**src/rtl/dbk_seq_pkg.sv**
```systemverilog
package dbk_seq_pkg;
  typedef enum logic [1:0] {
    FT_NONE   = 2'b00,
    FT_STD    = 2'b01,
    FT_STRONG = 2'b10,
    FT_RSVD   = 2'b11
  } ftype_e;

  function automatic logic ftype_active(input logic [1:0] c);
    return (c == FT_STD) || (c == FT_STRONG);
  endfunction
endpackage

```
**src/rtl/dbk_scan_ctr.sv**
```systemverilog
module dbk_scan_ctr #(
  parameter int EDGES        = 4,
  parameter int LUMA_LINES   = 16,
  parameter int CHROMA_LINES = 8,
  localparam int EW = $clog2(EDGES),
  localparam int LW = $clog2(LUMA_LINES)
) (
  input  logic          clk_i,
  input  logic          rst_ni,
  input  logic          load_i,
  input  logic          adv_i,
  output logic          dir_o,
  output logic [EW-1:0] edge_o,
  output logic          chroma_o,
  output logic [LW-1:0] line_o,
  output logic          last_o
);
  localparam logic [EW-1:0] EDGE_MAX = EW'(EDGES - 1);
  localparam logic [LW-1:0] LUMA_MAX = LW'(LUMA_LINES - 1);
  localparam logic [LW-1:0] CHR_MAX  = LW'(CHROMA_LINES - 1);

  logic          dir_q;
  logic [EW-1:0] edge_q;
  logic          chroma_q;
  logic [LW-1:0] line_q;

  // all counters count down; outputs are ascending indices
  always_ff @(posedge clk_i or negedge rst_ni) begin
    if (!rst_ni) begin
      dir_q    <= 1'b1;
      edge_q   <= EDGE_MAX;
      chroma_q <= 1'b0;
      line_q   <= LUMA_MAX;
    end else if (load_i) begin
      dir_q    <= 1'b1;
      edge_q   <= EDGE_MAX;
      chroma_q <= 1'b0;
      line_q   <= LUMA_MAX;
    end else if (adv_i) begin
      if (line_q != '0) begin
        line_q <= line_q - 1'b1;
      end else if (!chroma_q) begin
        chroma_q <= 1'b1;
        line_q   <= CHR_MAX;
      end else begin
        chroma_q <= 1'b0;
        line_q   <= LUMA_MAX;
        if (edge_q != '0) begin
          edge_q <= edge_q - 1'b1;
        end else begin
          edge_q <= EDGE_MAX;
          dir_q  <= ~dir_q;
        end
      end
    end
  end

  assign dir_o    = ~dir_q;
  assign edge_o   = EDGE_MAX - edge_q;
  assign chroma_o = chroma_q;
  assign line_o   = (chroma_q ? CHR_MAX : LUMA_MAX) - line_q;
  assign last_o   = !dir_q && (edge_q == '0) && chroma_q && (line_q == '0);
endmodule

```
**src/rtl/dbk_bs_addr.sv**
```systemverilog
module dbk_bs_addr #(
  parameter int EDGES        = 4,
  parameter int LUMA_LINES   = 16,
  parameter int CHROMA_LINES = 8,
  localparam int EW  = $clog2(EDGES),
  localparam int LW  = $clog2(LUMA_LINES),
  localparam int AW  = 1 + 2 * EW,
  localparam int LSH = $clog2(LUMA_LINES / EDGES),
  localparam int CSH = $clog2(CHROMA_LINES / EDGES)
) (
  input  logic          dir_i,
  input  logic [EW-1:0] edge_i,
  input  logic          chroma_i,
  input  logic [LW-1:0] line_i,
  output logic [AW-1:0] addr_o
);
  logic [LW-1:0] blk_full;
  logic [EW-1:0] blk;

  assign blk_full = chroma_i ? (line_i >> CSH) : (line_i >> LSH);
  assign blk      = blk_full[EW-1:0];
  assign addr_o   = {dir_i, edge_i, blk};
endmodule

```
**src/rtl/dbk_cmd_gate.sv**
```systemverilog
module dbk_cmd_gate
  import dbk_seq_pkg::*;
(
  input  logic       busy_i,
  input  logic [1:0] class_i,
  input  logic       ready_i,
  output logic       valid_o,
  output logic [1:0] ftype_o,
  output logic       adv_o
);
  logic active;

  assign active  = ftype_active(class_i);
  assign valid_o = busy_i && active;
  assign ftype_o = active ? class_i : FT_NONE;
  // skipped steps advance unconditionally
  assign adv_o   = busy_i && (!active || ready_i);
endmodule

```
**src/rtl/dbk_edge_seq.sv**
```systemverilog
module dbk_edge_seq #(
  parameter int EDGES        = 4,
  parameter int LUMA_LINES   = 16,
  parameter int CHROMA_LINES = 8,
  localparam int EW = $clog2(EDGES),
  localparam int LW = $clog2(LUMA_LINES),
  localparam int AW = 1 + 2 * EW
) (
  input  logic          clk_i,
  input  logic          rst_ni,
  input  logic          start_i,
  output logic          done_o,
  output logic [AW-1:0] bs_addr_o,
  input  logic [1:0]    bs_class_i,
  output logic          cmd_valid_o,
  input  logic          cmd_ready_i,
  output logic          cmd_dir_o,
  output logic [EW-1:0] cmd_edge_o,
  output logic          cmd_chroma_o,
  output logic [LW-1:0] cmd_line_o,
  output logic [1:0]    cmd_ftype_o
);
  logic busy_q, done_q;
  logic load, adv, last;

  assign load = start_i && !busy_q;

  dbk_scan_ctr #(
    .EDGES(EDGES), .LUMA_LINES(LUMA_LINES), .CHROMA_LINES(CHROMA_LINES)
  ) u_ctr (
    .clk_i    (clk_i),
    .rst_ni   (rst_ni),
    .load_i   (load),
    .adv_i    (adv),
    .dir_o    (cmd_dir_o),
    .edge_o   (cmd_edge_o),
    .chroma_o (cmd_chroma_o),
    .line_o   (cmd_line_o),
    .last_o   (last)
  );

  dbk_bs_addr #(
    .EDGES(EDGES), .LUMA_LINES(LUMA_LINES), .CHROMA_LINES(CHROMA_LINES)
  ) u_addr (
    .dir_i    (cmd_dir_o),
    .edge_i   (cmd_edge_o),
    .chroma_i (cmd_chroma_o),
    .line_i   (cmd_line_o),
    .addr_o   (bs_addr_o)
  );

  dbk_cmd_gate u_gate (
    .busy_i  (busy_q),
    .class_i (bs_class_i),
    .ready_i (cmd_ready_i),
    .valid_o (cmd_valid_o),
    .ftype_o (cmd_ftype_o),
    .adv_o   (adv)
  );

  always_ff @(posedge clk_i or negedge rst_ni) begin
    if (!rst_ni) begin
      busy_q <= 1'b0;
      done_q <= 1'b0;
    end else begin
      done_q <= adv && last;
      if (load)             busy_q <= 1'b1;
      else if (adv && last) busy_q <= 1'b0;
    end
  end

  assign done_o = done_q;
endmodule

```
**config.mk**
```make
export PLATFORM = sky130hd
export DESIGN_NAME = dbk_edge_seq
export DESIGN_NICKNAME = d
export VERILOG_FILES = /design/src/rtl/dbk_seq_pkg.sv /design/src/rtl/dbk_scan_ctr.sv /design/src/rtl/dbk_bs_addr.sv /design/src/rtl/dbk_cmd_gate.sv /design/src/rtl/dbk_edge_seq.sv
export SDC_FILE = /design/constraint.sdc
export NUM_CORES = 1
export LEC_CHECK = 0
export ABC_AREA = 1
export BUFFER_PORTS_ARGS = -buffer_cell sky130_fd_sc_hd__buf_2
export CAP_MARGIN = 30
export CORE_MARGIN = 2
export CORE_UTILIZATION = 45
export CTS_BUF_LIST = sky130_fd_sc_hd__clkbuf_2
export CTS_CLUSTER_DIAMETER = 150
export DETAILED_ROUTE_END_ITERATION = 12
export PLACE_DENSITY = 0.71
export SETUP_SLACK_MARGIN = 0.5
export SYNTH_ARGS = -nofsm -noshare
export SYNTH_HDL_FRONTEND = slang
export SYNTH_SLANG_ARGS = --single-unit
```
**constraint.sdc**
```tcl
create_clock -name clk_i -period 1.6 [get_ports clk_i]
set_clock_uncertainty 0.05 [all_clocks]
set_input_delay 0.08 -clock clk_i [delete_from_list [all_inputs] [get_ports clk_i]]
set_output_delay 0.08 -clock clk_i [all_outputs]
set_load 0.01 [all_outputs]
```
== After elaboration in Yosys (flattened, before gate mapping) ==
Index checks and enable logic that the tools add are counted.

* Register bits after elaboration: 10
* Output and inout bits: 17
* Word-level logic and storage cells: 60
* Bits of input ports: 6

* Add/sub/neg operators: 4
* Equality and inequality tests: 4
* Reductions and logical operators: 22
* Bitwise operators: 1
* Muxes and demuxes: 23

{| class="wikitable"
|+ Operators by type and width
! kind !! number
|-
| $mux W4 || 5
|-
| $mux W2 || 7
|-
| $mux W1 || 11
|-
| $reduce_bool A2 Y1 || 4
|-
| $logic_and A1 B1 Y1 || 7
|-
| $logic_not A4 Y1 || 1
|-
| $ne A2 B2 Y1 const B || 2
|-
| $reduce_and A4 Y1 || 1
|-
| $reduce_bool A4 Y1 || 1
|-
| $sub A4 B1 Y4 const B || 1
|-
| $sub A4 B4 Y4 || 1
|-
| $logic_not A1 Y1 || 3
|-
| $reduce_and A3 Y1 || 1
|-
| $eq A2 B1 Y1 const B || 1
|-
| $eq A2 B2 Y1 const B || 1
|-
| $logic_not A2 Y1 || 1
|-
| $logic_or A1 B1 Y1 || 2
|-
| $reduce_and A2 Y1 || 1
|-
| $sub A2 B1 Y2 const B || 1
|-
| $sub A2 B2 Y2 const A || 1
|-
| $not A1 Y1 || 1
|}

== Longest topological paths before layout ==
* Depth after elaboration: 8
* Mapped depth: 7
* Gate-level depth less buffers: 7

== By module ==
Synthesis repeated with hierarchy kept, for this count alone.

* Cell total of the unflattened synthesis: 89
* Area, all modules: 663.1 um2

{| class="wikitable"
|+ By module, submodules not included
! module !! sequential area each (um2) !! times used !! area each (um2) !! cells each
|-
| dbk_scan_ctr || 209.0 || 1 || 488.0 || 62
|-
| dbk_edge_seq || 50.0 || 1 || 78.8 || 9
|-
| dbk_bs_addr || 0.0 || 1 || 48.8 || 10
|-
| dbk_cmd_gate || 0.0 || 1 || 47.5 || 8
|}

== Least setup slack after synthesis ==
Ideal clock, no wire load.

* Path type: reg2reg
* From: register u_ctr.line_q[0]
* To: register u_ctr.chroma_q (netlist: u_ctr.chroma_o)
* Stages on the path, launching flop included: 8
* Slack: 0.283 ns
* Path buffers: 0
* Clock period less this slack: 1.317 ns
* Library setup time: 0.076 ns
* Arrival: 1.191 ns
* Data required time: 1.474 ns
* Cell sequence: dfstp_2 > inv_1 > ha_1 > nand3_2 > nand2_4 > nand2_2 > nand2_1 > o21ai_1

* Word-level cells in the longest chain between the ends: 3

{| class="wikitable"
|+ RTL lines
! element !! RTL line !! text
|-
| start: declaration || dbk_scan_ctr.sv:25 || <nowiki>logic [LW-1:0] line_q;</nowiki>
|-
| start signal: assignment || dbk_scan_ctr.sv:41 || <nowiki>line_q <= line_q - 1'b1;</nowiki>
|-
| $reduce_bool A4 Y1 || dbk_scan_ctr.sv:40 || <nowiki>if (line_q != '0) begin</nowiki>
|-
| $ne A2 B2 Y1 (no source line) || -- ||
|-
| $reduce_and A2 Y1 (no source line) || -- ||
|-
| end signal: assignment || dbk_scan_ctr.sv:37 || <nowiki>chroma_q <= 1'b0;</nowiki>
|-
| end signal: assignment || dbk_scan_ctr.sv:43 || <nowiki>chroma_q <= 1'b1;</nowiki>
|-
| end signal: assignment || dbk_scan_ctr.sv:46 || <nowiki>chroma_q <= 1'b0;</nowiki>
|-
| end: declaration || dbk_scan_ctr.sv:24 || <nowiki>logic chroma_q;</nowiki>
|}

Every way passes these cells.
A chain may end at the register's enable or synchronous reset.

== Final worst setup path ==
* From: register u_ctr.line_q[1]
* To: register u_ctr.chroma_q (netlist: u_ctr.chroma_o)

The elaborated chain is that of the path after synthesis.

==> metrics.md <==
| Metric | Value |
|---|---|
| GRT Max-Usage Layer | met2 |
| Routed WL | 1.50 mm |
| Tmin final | 1.27 ns |
| Lkg Pwr | 0.503 nW |
| Share of cells above drive strength 1 | 62.1% |
| GR met2 Demand/Resource | 32.6% |
| Syn Std Cell Area | 671 um2 |
| Starting DRT DRC Count | 12 |
| Die area | 1820 um2 |
| Antenna Violating Nets Remaining | 0 |
| WP data required | 1.74 ns |
| Unrepaired setup endpoints after global routing | yes |
| # fillers | 103 |
| DR vias | 650 |
| Total gr overflow | 0 |
| RePlAce Congestion | 0.874 |
| Clock Pin Slew Worst Setup and Hold Paths | 0.11 ns |
| Layout Cells excl Fill | 131 |
| Global-route usage over all layers | 18.9% |
| Post-synthesis sequential area ratio | 38.6% |
| Clk Latency, worst-skew pair | 0.27 ns |
| Area Growth Syn to Fin | 49.3% |
| Mean post-synth cell area | 8.18 um2 |
| Initial core utilization | 49.7% |
| Row count | 13 |
| Status | finished, final reports clean |
| Max Fclk | 0.789 GHz |
| CTS tree | built |
| YS warnings | 0 |
| Final Hold Fails | 0 |
| Max-slew violation count | 0 |
| Core box area | 1350 um2 |
| Per-cell routed wire length | 11.4 um |
| Yosys cell types | 20 |
| I/O Buffers | 22 |
| Met3 Use GR | 2.59% |
| Antenna violations before repair | 0 |
| Type of origin of the critical path | flip-flop |
| DIE WIDTH | 42.6 um |
| Remaining DRCs | 0 |
| Global-route wire length before repair | 2.50 mm |
| Pwr/cell area | 2000 nW/um2 |
| Synthesized flop and latch total | 10 |
| Num ports | 23 |
| Slew margin rel. | 83.5% |
| Final period util | 79.2% |
| Ant. Diodes | 0 |
| Worst Setup End Kind | flip-flop |
| Setup TNS Final | 0 ns |
| Vias in the first global route | 606 |
| Post-DP HPWL | 1.10 mm |
| Met1 Track Usage GR | 21.2% |
| CTS sink cnt | 10 |
| Critical path class | flip-flop to flip-flop |
| H-tree depth | 1 |
| Vias/cell | 4.96 |
| Clk buf depth | 2 |
| Syn nets | 92 |
| Max_cap viols | 0 |
| Crit Path Max Fanout | 5 |
| Clk root buf | clkbuf_2 |
| Crit path DAT | 1.41 ns |
| Nets | 127 |
| HP Class | input pin to flip-flop |
| Initial DRT Pass Iterations | 4 |
| Slew at the pin closest to its max-slew limit | 0.247 ns |
| Setup-failing EPs final | 0 |
| CTS buffer count | 3 |
| Cells after DPL | 116 |
| Peak supply drop | 0.00104 V |
| Largest net degree at the start of global routing | 11 |
| Syn Inst Count | 82 |
| DIE HEIGHT | 42.6 um |
[where the power goes]
part	internal (W)	leakage [nW]	switching [W]	total, W
logic	0.000650	0.379	0.000655	0.00130
clock network	0.0000663	0.0166	0.0000926	0.000159
registers	0.000424	0.107	0.000110	0.000534
total	0.00114	0.503	0.000857	0.00200
[Yosys cell counts, drive strengths merged]
library cell / number / area share (%)
a21oi: 2 / 1.5
buf: 3 / 3.4
dfrtp: 3 / 11
dfstp: 7 / 27
ha: 4 / 7.5
inv: 13 / 7.3
nand2: 21 / 17
nand3: 9 / 8.2
nand4: 2 / 1.9
nor2: 9 / 5.4
nor3: 1 / 1.5
o21ai: 8 / 7.6
[critical path, cell delays in order (launching register included)]
cell and delay (ns):
dfstp_2 0.57, inv_4 0.05, ha_4 0.16, nand3_4 0.08, nand2_4 0.08, nand2_4 0.08
nand2_2 0.04, o21ai_1 0.07
[cell families after synthesis]
kind of cell / share of synthesized area (%)
AO/OA/AOI/OAI: 9.14
adder cells (fa/ha/maj): 7.46
buffers and inverters: 10.6
flip-flops: 38.6
AND/OR/NAND/NOR: 34.1
[flip-flops by register name, indices dropped and copies added, names as in the netlist]
signal / cells
u_ctr.edge_q: 2
u_ctr.dir_q: 1
u_ctr.line_q: 4
u_ctr.chroma_o: 1
done_o: 1
busy_q: 1
[routing by layer]
metal	vias up	routed length, um
met4	0	46
met5	-	0
met2	15	796
li1	335	-
met3	4	52
met1	296	604
[worst paths after layout]
| kind | startpoint | end | slack [ns] | cells past startpoint |
|---|---|---|---|---|
| max | u_ctr.line_q[1] | u_ctr.chroma_o | 0.33 | 7 |
| min | start_i | busy_q | 0.05 | 3 |
| max reg2reg | u_ctr.line_q[1] | u_ctr.chroma_o | 0.33 | 7 |
| min reg2reg | u_ctr.edge_q[1] | u_ctr.edge_q[1] | 0.43 | 2 |
| max in group asynchronous | rst_ni | u_ctr.line_q[3] | 1.12 | 2 |
| min in group asynchronous | rst_ni | busy_q | 0.12 | 2 |
[area by class of cell]
type	count	area (um2)	share of cell area, %
clock buffer	4	20.0	2.00
timing repair buffer	33	245	24.5
multi-input combinational	56	400	40.0
tap	15	18.8	1.88
sequential	10	260	26.0
inverter	13	56.3	5.63
[through the flow]
stage	total power [W]	hold WS (ns)	area (um2)	utilization [%]	setup slack [ns]
2_1_floorplan	0.00121	-0.266	708	-	0.418
3_3_place_gp	0.00144	-0.100	815	60.3	0.378
3_5_place_dp	0.00147	-0.103	815	60.3	0.297
4_1_cts	0.00187	0.0653	952	70.5	0.331
5_1_grt	0.00215	0.0557	1000	74.1	0.285
6_report	0.00200	0.0537	1000	74.1	0.333
[repair_timing]
item,4_1_cts,5_1_grt
hold buffers,1,0
pin swaps,5,2
resized for setup,12,10
buffers inserted,8,2
hold endpoints to repair,10,0
setup endpoints to repair,22,22
[cells in the final DEF (no fill, tap or decap), types with 2 or more instances in the layout]
master / instances
nand3_1: 7
buf_2: 14
buf_6: 8
clkbuf_2: 4
nand2_1: 12
nand4_1: 2
nor2_1: 8
dfstp_2: 7
dfrtp_1: 2
nand2_2: 4
ha_1: 2
o21ai_1: 6
ha_4: 2
inv_4: 3
buf_4: 10
inv_2: 7
inv_1: 3
nand2_4: 4
(Power assumes the default switching activity.)
